<file path="src/rtl/snoop_pkg.sv">
package snoop_pkg;
    localparam int BYTE_W        = 8;
    localparam int PROD_IDX_BACK = 2;   // producer index sits two below base
    localparam int CONS_IDX_BACK = 1;   // consumer index sits one below base

    typedef logic [BYTE_W-1:0] byte_t;

    typedef enum logic [1:0] {
        IW_IDLE   = 2'd0,
        IW_FETCH  = 2'd1,
        IW_COPY   = 2'd2,
        IW_REPORT = 2'd3
    } iw_state_e;

    typedef struct packed {
        logic  strobe;
        logic  valid;
        byte_t data;
    } pop_rsp_t;
endpackage

</file>
<file path="src/rtl/snoop_strobe_sync.sv">
module snoop_strobe_sync
    import snoop_pkg::*;
#(
    parameter int SYNC_STAGES     = 2,
    parameter bit CAPTURE_ON_RISE = 1'b1
) (
    input  logic  clk,
    input  logic  rst,
    input  logic  strobe_i,
    input  byte_t data_i,
    output logic  cap_o,
    output byte_t cap_data_o
);
    // st_q[SYNC_STAGES-1] is the last synchronised stage, st_q[SYNC_STAGES] its history
    logic [SYNC_STAGES:0] st_q;
    byte_t                dat_q [SYNC_STAGES];

    always_ff @(posedge clk) begin
        if (rst) begin
            st_q <= '0;
            for (int i = 0; i < SYNC_STAGES; i++) dat_q[i] <= '0;
        end else begin
            st_q     <= {st_q[SYNC_STAGES-1:0], strobe_i};
            dat_q[0] <= data_i;
            for (int i = 1; i < SYNC_STAGES; i++) dat_q[i] <= dat_q[i-1];
        end
    end

    generate
        if (CAPTURE_ON_RISE) begin : g_rise
            assign cap_o = st_q[SYNC_STAGES-1] & ~st_q[SYNC_STAGES];
        end else begin : g_fall
            assign cap_o = ~st_q[SYNC_STAGES-1] & st_q[SYNC_STAGES];
        end
    endgenerate

    assign cap_data_o = dat_q[SYNC_STAGES-1];
endmodule

</file>
<file path="src/rtl/snoop_ring.sv">
module snoop_ring
    import snoop_pkg::*;
#(
    parameter int DEPTH = 256,
    localparam int PTR_W = $clog2(DEPTH)
) (
    input  logic             clk,
    input  logic             rst,
    input  logic             wr_en_i,
    input  byte_t            wr_data_i,
    input  logic             pop_i,
    output logic             avail_o,
    output logic             pop_taken_o,
    output pop_rsp_t         rsp_o,
    output logic [PTR_W-1:0] rd_ptr_o
);
    byte_t            store_q [DEPTH];
    logic [PTR_W-1:0] wr_q;
    logic [PTR_W-1:0] rd_q;
    pop_rsp_t         rsp_q;

    assign avail_o     = (wr_q != rd_q);
    assign pop_taken_o = pop_i & avail_o;

    always_ff @(posedge clk) begin
        if (wr_en_i) store_q[wr_q] <= wr_data_i;
    end

    always_ff @(posedge clk) begin
        if (rst) begin
            wr_q  <= '0;
            rd_q  <= '0;
            rsp_q <= '0;
        end else begin
            if (wr_en_i) wr_q <= wr_q + 1'b1;
            rsp_q.strobe <= pop_i;
            rsp_q.valid  <= pop_taken_o;
            rsp_q.data   <= pop_taken_o ? store_q[rd_q] : '0;
            if (pop_taken_o) rd_q <= rd_q + 1'b1;
        end
    end

    assign rsp_o    = rsp_q;
    assign rd_ptr_o = rd_q;
endmodule

</file>
<file path="src/rtl/snoop_index_writer.sv">
module snoop_index_writer
    import snoop_pkg::*;
#(
    parameter int ADDR_W = 16,
    parameter int PTR_W  = 8
) (
    input  logic              clk,
    input  logic              rst,
    input  logic              load_i,
    input  logic [ADDR_W-1:0] load_base_i,
    input  logic              pop_taken_i,
    input  logic [PTR_W-1:0]  rd_ptr_i,
    input  logic              mem_ack_i,
    input  byte_t             mem_rdata_i,
    output logic              mem_req_o,
    output logic              mem_we_o,
    output logic [ADDR_W-1:0] mem_addr_o,
    output byte_t             mem_wdata_o
);
    localparam logic [ADDR_W-1:0] PROD_BACK = ADDR_W'(PROD_IDX_BACK);
    localparam logic [ADDR_W-1:0] CONS_BACK = ADDR_W'(CONS_IDX_BACK);

    iw_state_e         st_q;
    logic [ADDR_W-1:0] cand_q;
    logic [ADDR_W-1:0] op_base_q;
    logic [ADDR_W-1:0] base_q;
    logic [ADDR_W-1:0] addr_q;
    byte_t             wdata_q;
    logic              init_pend_q;
    logic              wb_pend_q;
    logic              base_zero;
    logic              issue_wb;

    assign base_zero = (base_q == '0);
    assign issue_wb  = (st_q == IW_IDLE) && !init_pend_q && wb_pend_q && !base_zero;

    always_ff @(posedge clk) begin
        if (rst) begin
            st_q        <= IW_IDLE;
            cand_q      <= '0;
            op_base_q   <= '0;
            base_q      <= '0;
            addr_q      <= '0;
            wdata_q     <= '0;
            init_pend_q <= 1'b0;
            wb_pend_q   <= 1'b0;
        end else begin
            if (load_i) cand_q <= load_base_i;
            init_pend_q <= load_i | (init_pend_q & (st_q != IW_IDLE));
            wb_pend_q   <= (pop_taken_i & !base_zero) | (wb_pend_q & !issue_wb & !base_zero);
            case (st_q)
                IW_IDLE: begin
                    if (init_pend_q) begin
                        if (cand_q == '0) begin
                            base_q <= '0;
                        end else begin
                            op_base_q <= cand_q;
                            addr_q    <= cand_q - PROD_BACK;
                            st_q      <= IW_FETCH;
                        end
                    end else if (issue_wb) begin
                        addr_q  <= base_q - CONS_BACK;
                        wdata_q <= BYTE_W'(rd_ptr_i);
                        st_q    <= IW_REPORT;
                    end
                end
                IW_FETCH: if (mem_ack_i) begin
                    addr_q  <= op_base_q - CONS_BACK;
                    wdata_q <= mem_rdata_i;
                    st_q    <= IW_COPY;
                end
                IW_COPY: if (mem_ack_i) begin
                    base_q <= op_base_q;
                    st_q   <= IW_IDLE;
                end
                IW_REPORT: if (mem_ack_i) st_q <= IW_IDLE;
                default: st_q <= IW_IDLE;
            endcase
        end
    end

    assign mem_req_o   = (st_q != IW_IDLE);
    assign mem_we_o    = (st_q == IW_COPY) || (st_q == IW_REPORT);
    assign mem_addr_o  = addr_q;
    assign mem_wdata_o = wdata_q;
endmodule

</file>
<file path="src/rtl/iowr_snoop_ring.sv">
module iowr_snoop_ring
    import snoop_pkg::*;
#(
    parameter int DEPTH           = 256,
    parameter int ADDR_W          = 16,
    parameter int SYNC_STAGES     = 2,
    parameter bit CAPTURE_ON_RISE = 1'b1
) (
    input  logic              clk,
    input  logic              rst,
    input  logic              io_strobe_i,
    input  logic [7:0]        bus_data_i,
    input  logic              pop_i,
    output logic              avail_o,
    output logic              rsp_o,
    output logic              rsp_valid_o,
    output logic [7:0]        rsp_data_o,
    input  logic              base_load_i,
    input  logic [ADDR_W-1:0] base_addr_i,
    output logic              mem_req_o,
    output logic              mem_we_o,
    output logic [ADDR_W-1:0] mem_addr_o,
    output logic [7:0]        mem_wdata_o,
    input  logic              mem_ack_i,
    input  logic [7:0]        mem_rdata_i
);
    localparam int PTR_W = $clog2(DEPTH);

    logic             cap_pulse;
    byte_t            cap_data;
    logic             pop_taken;
    logic [PTR_W-1:0] rd_ptr;
    pop_rsp_t         rsp;

    snoop_strobe_sync #(
        .SYNC_STAGES(SYNC_STAGES),
        .CAPTURE_ON_RISE(CAPTURE_ON_RISE)
    ) u_sync (
        .clk(clk), .rst(rst),
        .strobe_i(io_strobe_i), .data_i(bus_data_i),
        .cap_o(cap_pulse), .cap_data_o(cap_data)
    );

    snoop_ring #(.DEPTH(DEPTH)) u_ring (
        .clk(clk), .rst(rst),
        .wr_en_i(cap_pulse), .wr_data_i(cap_data),
        .pop_i(pop_i), .avail_o(avail_o), .pop_taken_o(pop_taken),
        .rsp_o(rsp), .rd_ptr_o(rd_ptr)
    );

    snoop_index_writer #(.ADDR_W(ADDR_W), .PTR_W(PTR_W)) u_writer (
        .clk(clk), .rst(rst),
        .load_i(base_load_i), .load_base_i(base_addr_i),
        .pop_taken_i(pop_taken), .rd_ptr_i(rd_ptr),
        .mem_ack_i(mem_ack_i), .mem_rdata_i(mem_rdata_i),
        .mem_req_o(mem_req_o), .mem_we_o(mem_we_o),
        .mem_addr_o(mem_addr_o), .mem_wdata_o(mem_wdata_o)
    );

    assign rsp_o       = rsp.strobe;
    assign rsp_valid_o = rsp.valid;
    assign rsp_data_o  = rsp.data;
endmodule

</file>
<file path="config.mk">
export PLATFORM = sky130hd
export DESIGN_NAME = iowr_snoop_ring
export DESIGN_NICKNAME = d
export VERILOG_FILES = /design/src/rtl/snoop_pkg.sv /design/src/rtl/snoop_strobe_sync.sv /design/src/rtl/snoop_ring.sv /design/src/rtl/snoop_index_writer.sv /design/src/rtl/iowr_snoop_ring.sv
export SDC_FILE = /design/constraint.sdc
export NUM_CORES = 2
export LEC_CHECK = 0
export BUFFER_PORTS_ARGS = -buffer_cell sky130_fd_sc_hd__buf_2
export CAP_MARGIN = 20
export CORE_UTILIZATION = 35
export DETAILED_ROUTE_END_ITERATION = 10
export HOLD_SLACK_MARGIN = 0.02
export PLACE_DENSITY_LB_ADDON = 0.08
export SYNTH_ARGS = -nofsm -noshare
export SYNTH_HDL_FRONTEND = slang
export SYNTH_SLANG_ARGS = --single-unit
export TNS_END_PERCENT = 5
</file>
<file path="constraint.sdc">
create_clock -name clk -period 8.2 [get_ports clk]
set_input_delay 0 -clock clk [delete_from_list [all_inputs] [get_ports clk]]
set_output_delay 0 -clock clk [all_outputs]
set_load 0.02 [all_outputs]
</file>
== Yosys cells after proc, flatten, opt, wreduce, memory -nomap -nowiden ==
Memory sizes are Yosys's and may differ from the RTL's. A register that Yosys moved wholly into a read port is not among the register bits.
Cells that the tools add are included.

* Output and inout bits: 37
* Word-level logic and storage cells: 92
* RAM bits: 2064
* Register bits: 97
* Bits of input ports: 38
* Memories kept: 2

{| class="wikitable"
|+ Memories
! memory !! words !! width !! read ports !! clocked after memory_dff !! write ports !! line !! RTL
|-
| u_ring.store_q || 256 || 8 || 1 || 1 || 1 || snoop_ring.sv:17 || <nowiki>byte_t store_q [DEPTH];</nowiki>
|-
| u_sync.dat_q || 2 || 8 || 2 || 0 || 2 || snoop_strobe_sync.sv:16 || <nowiki>byte_t dat_q [SYNC_STAGES];</nowiki>
|}

* Eq/ne operators: 13
* Reduce and logical (&&, ||, !) cells: 20
* Multiplexer cells: 26
* Add/subtract/negate cells: 5
* Bitwise logic cells: 13

{| class="wikitable"
|+ Operator list
! cell !! number
|-
| $mux 16 || 7
|-
| $pmux 16 s2 || 2
|-
| $mux 8 || 5
|-
| $logic_not 16->1 || 2
|-
| $sub 16x1->16 const B || 2
|-
| $add 8x1->8 const B || 2
|-
| $pmux 8 s2 || 1
|-
| $reduce_and 4->1 || 4
|-
| $sub 16x2->16 const B || 1
|-
| $mux 2 || 5
|-
| $ne 2x2->1 const B || 4
|-
| $ne 8x8->1 || 1
|-
| $and 1x1->1 || 6
|-
| $ne 2x1->1 const B || 3
|-
| $pmux 2 s3 || 1
|-
| $reduce_bool 2->1 || 3
|-
| $mux 1 || 5
|-
| $eq 2x2->1 const B || 2
|-
| $or 1x1->1 || 4
|-
| $reduce_or 2->1 || 2
|-
| $logic_and 1x1->1 || 3
|-
| $logic_not 1->1 || 3
|-
| $ne 3x1->1 const B || 1
|-
| $ne 3x3->1 const B || 1
|-
| 5 further kinds || 7
|}

== Longest topological paths before layout ==
* Depth in word-level cells: 8
* Mapped depth: 12
* Gate-level depth less buffers: 8

== Cells and area by module ==
A second synthesis with hierarchy kept.

* Cell total of the unflattened synthesis: 4561
* Area total of the unflattened synthesis: 85938.7 um2

{| class="wikitable"
|+ By module, submodules not included
! module !! area each (um2) !! cells an instance !! sequential area each (um2) !! times used
|-
| snoop_ring || 81271.7 || 4028 || 62019.5 || 1
|-
| snoop_index_writer || 4083.9 || 485 || 1521.5 || 1
|-
| snoop_strobe_sync || 583.1 || 48 || 380.4 || 1
|}

== Least setup slack after synthesis ==
Ideal clock, no wire load.

* Kind: register to register
* Start point: memory u_sync.dat_q[0][8] (netlist name)
* End point: memory u_ring.store_q[0][0] (netlist name), data pin
* Arrival: 3382 ps
* Period minus slack after synthesis: 4234 ps
* Setup time: 852 ps
* Setup slack: 3966 ps
* Cell stages (with the launch flop): 1
* Data required time: 7348 ps
* Buffers on the path: 0
* Cell sequence: dfxtp_1

{| class="wikitable"
|+ RTL lines
! element !! line
|-
| start: declaration || snoop_strobe_sync.sv:16
|-
| end: declaration || snoop_ring.sv:17
|}

== Worst setup path after layout ==
* Start point: register u_ring.rd_q[0], in the netlist u_ring.rd_ptr_o[0]
* End point: register, netlist name u_ring.rsp_o[6]

* Longest elaborated chain between the ends: 4

{| class="wikitable"
|+ RTL lines
! element !! line !! RTL
|-
| start: declaration || snoop_ring.sv:19 || <nowiki>logic [PTR_W-1:0] rd_q;</nowiki>
|-
| start signal: assignment || snoop_ring.sv:39 || <nowiki>if (pop_taken_o) rd_q <= rd_q + 1'b1;</nowiki>
|-
| $ne 8x8->1 || snoop_ring.sv:22 || <nowiki>assign avail_o = (wr_q != rd_q);</nowiki>
|-
| $and 1x1->1 || snoop_ring.sv:23 || <nowiki>assign pop_taken_o = pop_i & avail_o;</nowiki>
|-
| $not 1->1 (no line) || -- ||
|-
| $reduce_or 2->1 (no line) || -- ||
|}

Parallel ways exist; a longest one is shown, timed or not.
A chain may end at the register's enable or synchronous reset.

==> impl_results.md <==
- Syn nets: roughly 4400
- Gr ovfl total: 0
- WL met1: about 120 mm
- Die height: a little under 500 um
- Critical Path End Type: register
- Sequential Area: between 60000 and 70000 um^2
- Async S/R FF share, synth: 0%
- Crit path from: u_ring.rd_ptr_o[0]$_SDFFE_PP0N_
- Reg2reg start: u_ring.rd_ptr_o[0]$_SDFFE_PP0N_
- Largest net degree at the start of global routing: between 200 and 250
- Fraction of layout cells with a size suffix above 1: approximately 22%
- Row count: 180
- Top sig layer: met5
- Post-Synthesis Cells: 4377
- Worst-Skew Late Latency: roughly 870 ps
- Via-to-Cell Ratio: around 5.5
- Largest delay contributor family on the critical path: buffers and inverters
- Worst path depth: 9
- Post-DP Area: roughly 89000 um^2
- Worst-Margin Slew: about 1600 ps
- Maximum fanout along the worst path: 27
- Final setup fails: 0
- CP max-delay cell: dfxtp_4
- Core ar.: 241000 um^2
- Run status: finished with violations
- Synth cell types: 75
- Max-slew violations: between 100 and 150
- Fin crit share: between 50% and 60%
- # fillers: ~21000
- Post-route cell area: around 98000 um^2
- Synth Register Bits: between 2000 and 2500
- Commonest non-fill, non-tap cell in the layout: edfxtp_1
- Critical Path RT: roughly 8900 ps
- Pwr dens: ~250 nW/um^2
- CTS clk-pin slew, worst paths: around 60 ps
- Worst Setup EP: u_ring.rsp_o[6]$_SDFF_PP0_
- Rel. slew slack: -6.35%
- Max_cap viols: 0
- RePlAce Congestion: approximately 0.8
- # IOs: 75
- VDD IR max: 167 uV
- # nets final: ~4700
- CTS Sinks: roughly 2200
- Initial Util: between 30% and 40%
- Layout area overhead: 15.5%
- Cell mode on critical path: buf_4
- Clock Root Buffer: clkbuf_16
- Leak Pwr: 0.0307 uW
- FF-to-FF path depth: 9
- Setup crit start kind: register
- First-pass GRT wire length: 369 mm
- DR DRC count: 0
- Gr usage total: between 20% and 30%
- Wire length on met2: around 130 mm
- Predominant post-synthesis flop cell: edfxtp_1
- DR pass1 iterations: 7
- CP Class: register to register
- Fin Hold WS: 106 ps
- CP peak stage delay: approximately 710 ps
- Avg WL per Cell: about 33 um
- Vias in the first global route: 44500
- Post-DRT Antenna Nets: 0
- Setup TNS: 0 ps
- Vias: ~44000
- Final worst setup slack: about 3800 ps
- Clock skew: 32.1 ps
- Violated checks: slew limit
- Flop-to-flop setup slack: between 3000 and 4000 ps
- Die ar.: about 240000 um^2
- Max Fclk: 229 MHz
- Fin crit period: ~4400 ps
- Crit-path cells: buf_4, buf_4, mux4_2, a22o_1, a221oi_1, a2111oi_0, buf_4, nor3_1, o32ai_1
- Die width: a little under 500 um
- Final Hold Viols: 0
- Commonest non-fill, non-tap cells in the layout: edfxtp_1 (2048), mux4_2 (470), nor2_1 (381)
- Worst min-delay path class: input port to register
- WP data arrival: just over 5000 ps
- FF-to-FF End: u_ring.rsp_o[6]$_SDFF_PP0_
- Dpl hpwl: around 160 mm
- Mapped Area: between 80000 and 90000 um^2
- CTS tree: yes
- Final wirelength: 265 mm
- # H-tree levels: 4
- DR iter-0 viols: roughly 4400
- Unrepaired setup endpoints after global routing: no
- Final cell utilization of the core: roughly two fifths
- Number of buffers created by CTS: about 230
- Antenna violations before repair: 11
- Port buffer count: 74
- Number of flops mapped to enable cells by yosys: 2048
- Worst setup slack after placement: approximately 3700 ps
- Footprint of the multi-input gates: just under 20000 um^2
- WHS Path Cells: 3
- # resized after CTS: 0
- Met3 WL: roughly 13 mm
- Buffer and inverter count on the worst path: 3
- Clock tree buffer depth: 3
- Seq/Total Area, Yosys: around 75%
- Avg Cell Area, Syn: approximately 19 um^2
- Yosys warnings: 0
## Yosys cell counts, drive strengths merged, types with 3 or more instances
| library cell | number | area, um^2 |
|---|---|---|
| xnor2 | 19 | 166 |
| ha | 8 | 100 |
| a21oi | 95 | 487 |
| o31ai | 7 | 57.6 |
| nand3b | 6 | 45.0 |
| mux2 | 4 | 45.0 |
| or3b | 3 | 26.3 |
| edfxtp | 2048 | 61500 |
| clkbuf | 164 | 616 |
| a221oi | 34 | 298 |
| a311oi | 14 | 123 |
| a22oi | 41 | 308 |
| a31oi | 8 | 50.1 |
| nand2 | 160 | 601 |
| mux4 | 470 | 10600 |
| nand3 | 51 | 255 |
| a211oi | 17 | 128 |
| xor2 | 32 | 280 |
| nor4 | 12 | 75.1 |
| nor3 | 16 | 80.1 |
| and2 | 7 | 43.8 |
| nor2 | 383 | 1440 |
| inv | 14 | 52.6 |
| dfxtp | 121 | 2420 |
| a221o | 4 | 40.0 |
| nor2b | 36 | 225 |
| o22ai | 23 | 144 |
| a2111oi | 5 | 43.8 |
| o211ai | 11 | 82.6 |
| nand4 | 13 | 81.3 |
| or3 | 16 | 110 |
| nand2b | 9 | 56.3 |
| and3 | 6 | 38.8 |
| o32ai | 8 | 70.1 |
| o22a | 4 | 35.0 |
| o311ai | 3 | 26.3 |
| or4 | 15 | 124 |
| buf | 114 | 583 |
| o21ai | 51 | 255 |
| a22o | 7 | 61.3 |
| o221ai | 30 | 263 |
| mux2i | 259 | 2590 |
## power breakdown
| group | total (uW) | switching, uW | internal [uW] |
|---|---|---|---|
| clock | 10700 | 4490 | 6160 |
| combinational | 1460 | 841 | 624 |
| sequential | 12200 | 75.2 | 12100 |
## stage by stage
step / total power, uW / cells
finish: 24300 / 8020
floorplan: 13400 / 4377
global route: 25000 / 8016
global placement: 13900 / 7454
detailed placement: 13900 / 7458
CTS: 24500 / 8009
## logic make-up (layout without fill, tap and decap cells)
logic type | after synthesis | after routing | share of synthesized area [%]
DFF | 2169 | 2169 | 75.3
and+or+nand+nor | 739 | 739 | 3.83
muxes | 733 | 733 | 15.6
AOI/OAI and AO/OA | 383 | 383 | 3.13
buffers and inverters | 294 | 747 | 1.48
xor gates and xnor gates | 51 | 51 | 0.526
adders and majority gates | 8 | 8 | 0.118
other | 0 | 5 | 0
## flip-flops by register name, indices dropped and copies added (netlist names), 2 cells and up
signal and count:
u_writer.op_base_q 16, u_ring.wr_q 8, u_ring.rsp_o 10, u_sync.st_q 3, u_writer.mem_wdata_o 8, u_writer.st_q 2
u_writer.base_q 16, u_writer.mem_addr_o 16, u_writer.cand_q 16, u_sync.dat_q 16, u_ring.rd_ptr_o 8, u_ring.store_q 2048
## worst min-delay path by stage
| stage | startpoint | to |
|---|---|---|
| floorplan | rst | u_ring.rsp_o[9]$_SDFF_PP0_ |
| global placement | bus_data_i[2] | u_sync.dat_q[0][2]$_SDFF_PP0_ |
| detailed placement | bus_data_i[1] | u_sync.dat_q[0][1]$_SDFF_PP0_ |
| CTS | rst | u_writer.st_q[0]$_SDFFE_PP0P_ |
| global route | rst | u_sync.dat_q[0][10]$_SDFF_PP0_ |
| finish | rst | u_sync.dat_q[0][10]$_SDFF_PP0_ |
## worst register-to-register path: stages (launching register included)
cell and delay [ps]:
dfxtp_4 710, buf_4 550, buf_4 590, mux4_2 640, a22o_1 220, a221oi_1 560
a2111oi_0 260, buf_4 200, nor3_1 320, o32ai_1 130
## timing repair
item	4_1_cts	5_1_grt
endpoints found under the hold margin	110	0
hold buffers	113	0
buffers inserted	0	0
## per-layer routing
metal / global-route usage, % / vias to the layer above
met5: 0 / -
met4: 5.29 / 4
met3: 3.15 / 328
met2: 34.9 / 1304
met1: 30.8 / 23800
li1: - / 18400
## area by class of cell
class,count,share of cell area [%]
Timing Repair Buffer,293,2.53
Antenna cell,5,0.0128
Clock buffer,291,6.32
Inverter,16,0.0664
Clock inverter,147,1.53
Sequential cell,2169,65.3
Multi-Input combinational cell,1914,20.2
Tap cell,3185,4.06
(Power assumes the default switching activity.)
